## src/rtl/flash_cmd_seq.sv

```systemverilog
module flash_cmd_seq #(
  parameter int ADDR_W       = 16,
  parameter int ARR_W        = 4,
  parameter int ERASE_CYCLES = 64
) (
  input  logic              clk,
  input  logic              rst_n,
  input  logic              wr_en,
  input  logic              rd_en,
  input  logic [ADDR_W-1:0] addr,
  input  logic [7:0]        wdata,
  input  logic              fail_inject,
  output logic [7:0]        rdata,
  output logic              busy
);
  localparam int DEPTH = 1 << ARR_W;
  localparam int CNT_W = $clog2(ERASE_CYCLES + 1);
  localparam logic [ADDR_W-1:0] KEY_A = ADDR_W'(16'h5555);
  localparam logic [ADDR_W-1:0] KEY_B = ADDR_W'(16'h2AAA);
  localparam logic [ARR_W-1:0]  LAST  = ARR_W'(DEPTH - 1);
  localparam logic [CNT_W-1:0]  WLAST = CNT_W'(ERASE_CYCLES - 1);

  typedef enum logic [3:0] {
    S_READ, S_C1, S_C2, S_C3, S_C4, S_C5,
    S_ZERO, S_WAIT, S_FILL, S_SUSP, S_FAIL
  } state_t;

  state_t           st, resume_st;
  logic [ARR_W-1:0] idx;
  logic [CNT_W-1:0] cnt;
  logic             tog;
  logic [7:0]       mem [DEPTH];

  wire key1    = wr_en && addr == KEY_A && wdata == 8'hAA;
  wire key2    = wr_en && addr == KEY_B && wdata == 8'h55;
  wire setup   = addr == KEY_A && wdata == 8'h80;
  wire confirm = addr == KEY_A && wdata == 8'h10;
  wire running = st == S_ZERO || st == S_WAIT || st == S_FILL;
  wire stat_md = running || st == S_FAIL;
  wire [7:0] status = {1'b0, tog, st == S_FAIL, 2'b00, tog, 2'b00};

  assign busy = running;

  always_ff @(posedge clk) begin
    if (!rst_n) begin
      st        <= S_READ;
      resume_st <= S_ZERO;
      idx       <= '0;
      cnt       <= '0;
      tog       <= 1'b0;
      rdata     <= 8'h00;
      for (int i = 0; i < DEPTH; i++)
        mem[i] <= 8'(i * 8'h11) ^ 8'h5A;
    end else begin
      if (rd_en) begin
        rdata <= stat_md ? status : mem[addr[ARR_W-1:0]];
        if (stat_md) tog <= ~tog;
      end
      if (wr_en && wdata == 8'hF0) begin
        st <= S_READ;
      end else if (running && wr_en && wdata == 8'hB0) begin
        resume_st <= st;
        st        <= S_SUSP;
      end else begin
        case (st)
          S_READ: if (key1) st <= S_C1;
          S_C1:   if (wr_en) st <= key2 ? S_C2 : S_READ;
          S_C2:   if (wr_en) st <= setup ? S_C3 : S_READ;
          S_C3:   if (wr_en) st <= key1 ? S_C4 : S_READ;
          S_C4:   if (wr_en) st <= key2 ? S_C5 : S_READ;
          S_C5: if (wr_en) begin
            if (confirm) begin
              st  <= S_ZERO;
              idx <= '0;
              cnt <= '0;
            end else begin
              st <= S_READ;
            end
          end
          S_ZERO: begin
            mem[idx] <= 8'h00;
            idx      <= idx + 1'b1;
            if (idx == LAST) st <= fail_inject ? S_FAIL : S_WAIT;
          end
          S_WAIT: begin
            cnt <= cnt + 1'b1;
            if (cnt == WLAST) st <= S_FILL;
          end
          S_FILL: begin
            mem[idx] <= 8'hFF;
            idx      <= idx + 1'b1;
            if (idx == LAST) st <= S_READ;
          end
          S_SUSP: if (wr_en && wdata == 8'h30) st <= resume_st;
          default: ;
        endcase
      end
    end
  end
endmodule

```

## config.mk

```make
export PLATFORM = sky130hd
export DESIGN_NAME = flash_cmd_seq
export DESIGN_NICKNAME = d
export VERILOG_FILES = /design/src/rtl/flash_cmd_seq.sv
export SDC_FILE = /design/constraint.sdc
export NUM_CORES = 1
export LEC_CHECK = 0
export BUFFER_PORTS_ARGS = -buffer_cell sky130_fd_sc_hd__buf_2
export CAP_MARGIN = 20
export CORE_ASPECT_RATIO = 0.9
export CORE_MARGIN = 5
export CORE_UTILIZATION = 45
export CTS_CLUSTER_SIZE = 14
export DETAILED_ROUTE_END_ITERATION = 6
export PLACE_DENSITY_LB_ADDON = 0.15
export SYNTH_ARGS = -nofsm -noshare
export SYNTH_HDL_FRONTEND = slang
export SYNTH_SLANG_ARGS = --single-unit
```

## constraint.sdc

```tcl
create_clock -name clk -period 2.27 [get_ports clk]
set_input_delay 0.454 -clock clk [delete_from_list [all_inputs] [get_ports clk]]
set_output_delay 0.454 -clock clk [all_outputs]
set_load 0.02 [all_outputs]
```

* After elaboration in Yosys (flattened, before gate mapping) *
Memories as Yosys holds them, arrays and structs flattened.
Index checks and enable logic that the tools add are counted.

word-level totals
  register bits after elaboration = 28
  bits in latches = 0
  bits in writable memories = 128
  memory bits (read-only) = 0
  bits of input ports = 29
  output and inout port bits = 9
  logic and storage cells = 125
  memories = 1

cells by class
  $add $sub $neg = 2
  multiply operators = 0
  div/mod/pow operators = 0
  $lt $le $gt $ge = 0
  eq/ne operators = 42
  shifts and indexed selects = 0
  mux-type cells = 40
  bitwise operators = 5
  reduce and logical (&&, ||, !) cells = 28

memories
  name  words  width  read ports  clocked after memory_dff  wr ports  RTL line  text
  mem   16     8      1           0                         16        32        logic [7:0] mem [DEPTH];

operator list
  kind                                                    number
  2-to-1 mux 4 bit                                        15
  one-hot mux 4 bit (10 select lines)                     1
  equality test 8 bit (second input constant)             4
  2-to-1 mux 8 bit                                        3
  AND reduction 11 bit                                    2
  inequality test 3 bit (second input constant)           7
  equality test 16 x 14 -> 1 bit (second input constant)  1
  equality test 16 x 15 -> 1 bit (second input constant)  1
  equality test 4 x 3 -> 1 bit (second input constant)    4
  equality test 4 bit (second input constant)             4
  inequality test 2 bit (second input constant)           8
  2-to-1 mux 7 bit                                        2
  one-hot mux 7 bit (2 select lines)                      1
  2-to-1 mux 1 bit                                        12
  nonzero test 11 bit                                     1
  logical AND 1 bit                                       10
  AND reduction 5 bit                                     2
  nonzero test 10 bit                                     1
  2-to-1 mux 3 bit                                        3
  inequality test 3 x 1 -> 1 bit (second input constant)  3
  equality test 4 x 2 -> 1 bit (second input constant)    2
  equality test 8 x 5 -> 1 bit (second input constant)    1
  equality test 8 x 6 -> 1 bit (second input constant)    1
  equality test 8 x 7 -> 1 bit (second input constant)    1
  other kinds (16)                                        27

* Longest topological paths before layout *
  word-level depth = 12
  gate-level depth with buffers = 8
  gate-level depth less buffers = 6

* Least setup slack after synthesis *
No wires, ideal clock.

  kind = flip-flop to flip-flop
  from = register st[2]
  to = memory mem[13][2], data pin
  setup time = 0.266 ns
  arrival time = 1.794 ns
  required time = 2.004 ns
  slack = 0.210 ns
  cell stages (with the launch flop) = 8
  path buffers = 2
  clock period less this slack = 2.060 ns
  path through = dfxtp_1 > buf_2 > or3b_4 > a21oi_4 > and3_1 > buf_6 > nand2_4 > or3b_1

RTL lines
  item                      RTL line  text
  start: declaration        28        state_t st, resume_st;
  start signal: assignment  67        S_C1: if (wr_en) st <= key2 ? S_C2 : S_READ;
  start signal: assignment  68        S_C2: if (wr_en) st <= setup ? S_C3 : S_READ;
  start signal: assignment  69        S_C3: if (wr_en) st <= key1 ? S_C4 : S_READ;
  end: declaration          32

==> run summary <==
The number of nets in the synthesized netlist is 425. The setup slack after placement was -0.000344 ns. The warning count from the yosys run came out at 0. The worst hold path begins at rd_en. From synthesis to final layout, the design area changed by 17.1%.

In the final routed layout, each cell accounts on average for 18.3 um. During placement, the flow inserted port buffers numbering 37. The arrival time at the worst endpoint was 2.12 ns.

After floorplanning, the core was divided into 32 placement rows. At the pin with the least slew margin, the transition time is 0.441 ns. The critical path is of the reg2reg type. The total grt overflow was 0; the count of nets after finishing was 485. Worst ir drop on vdd: 0.226 mV. Counting flops and latches in the post-synthesis netlist gives 60.

In this run the post-CTS setup repair buffer count came out at 0. The critical path startpoint was st[2]. Counting every sink on the clock net gives 60. In this run the critical register-to-register path is launched from st[2]. Counting flops with a built-in enable in the synthesized netlist gives 32. The horizontal die dimension works out to 110 um.

The run gives 70 as the distinct cell type count after synthesis. The top cell family by delay on the critical path is simple AND/OR/NAND/NOR gates. The run gives 9 as the number of buffers inserted during clock tree synthesis.

The proportion of synthesized flip-flops having asynchronous set or reset is 0. Once routing completed, OpenROAD measured the worst setup slack at 0.151 ns. The number of max-cap violations was 0; the depth of the worst register-to-register path was 6. Traced cell by cell, the critical path runs through or3b_4, a21oi_4, and3_1, buf_12, nand2_4, o31ai_1. The data required time at the worst endpoint is 2.27 ns, and the die outline area is 10,900 um2. Of all nets on the critical path, the largest fanout is 16. The detail route stage leaves a number of antenna-violating nets equal to 0. Counting buffers and inverters, the worst setup path is 6 cells deep. Number of gates given a new drive strength after cts: 0. In this run the count of I/O pins placed on the die edge is 38. The logs give 0.702 for the worst slew margin relative to its limit and 0 for the post-cts hold buffer count. STA classifies the critical path startpoint as a flop.

Dividing the detail-routed via count by the number of cells gives 6.14. The final layout contains routed wiring with a total length of 10,500 um. The post-layout utilization of the core is 0.544. TritonCTS built the clock tree. The final instance count without filler cells is 575. For the initial core utilization, the log shows 0.465. The worst setup path is captured at a flop. The clock slew seen by the registers of the worst setup and hold paths is 0.07 ns, and the total design power is 2.39 mW. The H-tree was split into 3 levels.

The first global-routing pass estimated 17,000 um of wire. Before antenna repair, the detailed router went through 5 iterations. The clock reaches the later pin of the worst-skew pair after 0.34 ns. The routability-driven placement congestion ratio is 0.928. The tree is rooted in a clkbuf_8. The number of failing hold endpoints at the final stage came out at 0. In the layout the commonest cells are 39 x buf_4, 37 x buf_2, 32 x edfxtp_1.

The number of global-route vias before repair is 3,294. The count of mapped cells out of synthesis was 391. Setup repair after global routing left no endpoint under its margin. The HPWL after detailed placement is 8090 um. The final critical-path share of the clock period works out to 0.934. The share of final-layout standard cells stronger than drive strength 1 came out at 0.294.

The run finished with clean final reports. For this design the static power due to leakage is 1.67 nW. The most common cell after layout, fill and taps aside is buf_4. The run gives 27 as the maximum number of pins on one net before global-route repair. After floorplanning, the core was sized to cover 8650 um2.

For the finished layout, the period the worst path requires is 2.12 ns. The slowest cell on the critical path was or3b_4. The repair_antennas step left the layout with diodes totalling 0.

The number of placed instances, taps included, is 559. The kind of path behind the tightest hold check is in2reg. The power density normalized to cell area was 508 nW/um2; the instance count along the most critical hold path was 2. Setup violations remaining at the end of the flow were counted as 0. The flip-flop cell with the highest count after synthesis was edfxtp_1. Based on the critical path, the design can be clocked at up to 0.472 GHz.

The die extent in y was 99.7 um; the initial antenna violation count was 0. The largest stage delay on the critical path is 0.44 ns. After detailed routing, the number of remaining DRC violations is 0. Each instance of the synthesized netlist takes up on average 10.3 um2. On the final layout, the worst clock skew is 0.00918 ns. The run gives 0.201 as the global-route total usage across every layer.

After synthesis the cells add up to 4020 um2. The logs give 0.409 ns for the worst hold margin and 0 for the final max-slew violation count. The largest buffer count on any clock path came out at 2. The part of the Yosys area used for sequential elements came out at 0.378.

The number of vias in the routed layout was 3,529. The count of buffering cells on the critical path with inverters included is 1, and the number of DRC markers in iteration 0 is 264.
[kinds of logic (layout without fill, tap and decap cells)]
kind of cell / Yosys count / after routing / synth area share
adder cells (fa/ha/maj): 5 / 5 / 0.0156
AND/OR/NAND/NOR: 176 / 176 / 0.272
multiplexers: 28 / 28 / 0.135
AO/OA/AOI/OAI: 83 / 83 / 0.149
buffers and inverters: 38 / 103 / 0.0476
XOR/XNOR: 1 / 1 / 0.00218
flip-flops: 60 / 60 / 0.378
[final timing paths]
check / slack [ns] / endpoint
worst max-delay path: 0.15 / mem[2][2]
worst min register to register: 0.47 / resume_st[3]
worst max register to register: 0.15 / mem[2][2]
worst min-delay path: 0.41 / rdata[6]
[cell usage after synthesis (2+ instances only)]
cell type / count / area [um2]
buf_2: 12 / 60.1
nor2_1: 17 / 63.8
a21boi_0: 2 / 15.0
o31ai_1: 4 / 30.0
nand4bb_1: 2 / 22.5
nand2_1: 31 / 116
o21ai_0: 23 / 115
buf_6: 4 / 45.0
a22o_1: 4 / 35.0
or3b_1: 3 / 26.3
inv_1: 9 / 33.8
a32o_1: 2 / 20.0
nand2b_1: 11 / 68.8
edfxtp_1: 32 / 961
and2_1: 5 / 31.3
nor4_1: 5 / 31.3
and4bb_2: 2 / 25.0
nand3_1: 16 / 80.1
a21oi_1: 10 / 50.1
a311oi_1: 3 / 26.3
a31oi_1: 4 / 25.0
nor3_2: 2 / 20.0
clkbuf_1: 12 / 45.0
nand4b_1: 2 / 17.5
o41ai_1: 2 / 17.5
or3_1: 4 / 25.0
mux4_2: 21 / 473
o21a_1: 4 / 30.0
nor2b_1: 8 / 50.1
nand2_4: 3 / 33.8
ha_1: 5 / 62.6
a211oi_1: 5 / 37.5
nand4_1: 18 / 113
and4_1: 3 / 26.3
nor3b_1: 2 / 15.0
nor3_1: 15 / 75.1
dfxtp_1: 28 / 561
nor4bb_1: 6 / 60.1
nor4b_1: 3 / 26.3
mux2i_1: 6 / 60.1
and3_1: 6 / 37.5
o311ai_0: 4 / 35.0
a21o_1: 2 / 15.0
nand3b_1: 3 / 22.5
[metrics by stage]
step           cell area [um2]   TNS (ns)
6_report                  4710          0
3_5_place_dp              4530  -0.000344
4_1_cts                   4690          0
5_1_grt                   4710          0
3_3_place_gp              4530          0
2_1_floorplan             4020          0
[flip-flops by register name (all words and copies together), names as in the netlist]
signal / flops
mem: 32
tog: 1
idx: 4
resume_st: 4
st: 4
cnt: 7
rdata: 8
[report_power, final]
part	switching [mW]	total, mW	internal, mW
registers	0.0294	1.21	1.18
logic	0.190	0.369	0.179
clock network	0.429	0.815	0.386
total	0.649	2.39	1.74
[worst register-to-register path: stages (launching register included)]
cell and delay (ns):
dfxtp_2 0.39, or3b_4 0.44, a21oi_4 0.16, and3_1 0.21, buf_12 0.16, nand2_4 0.10
o31ai_1 0.34
[area by class of cell]
class / instances / area (um2)
multi-input combinational: 293 / 2320
clock buffer: 10 / 128
inverter: 9 / 33.8
sequential: 60 / 1520
fill: 804 / 3940
clock inverter: 6 / 32.5
tap: 119 / 149
timing repair buffer: 78 / 518
[metal layers]
| metal | part of all wire | up-vias | GRT usage |
|---|---|---|---|
| met5 | 0 | - | 0 |
| met4 | 0.0077 | 0 | 0.0422 |
| met3 | 0.075 | 6 | 0.0480 |
| met2 | 0.44 | 125 | 0.290 |
| met1 | 0.48 | 1719 | 0.306 |
| li1 | - | 1679 | - |
No activity file was read; power rests on OpenSTA's default activity.
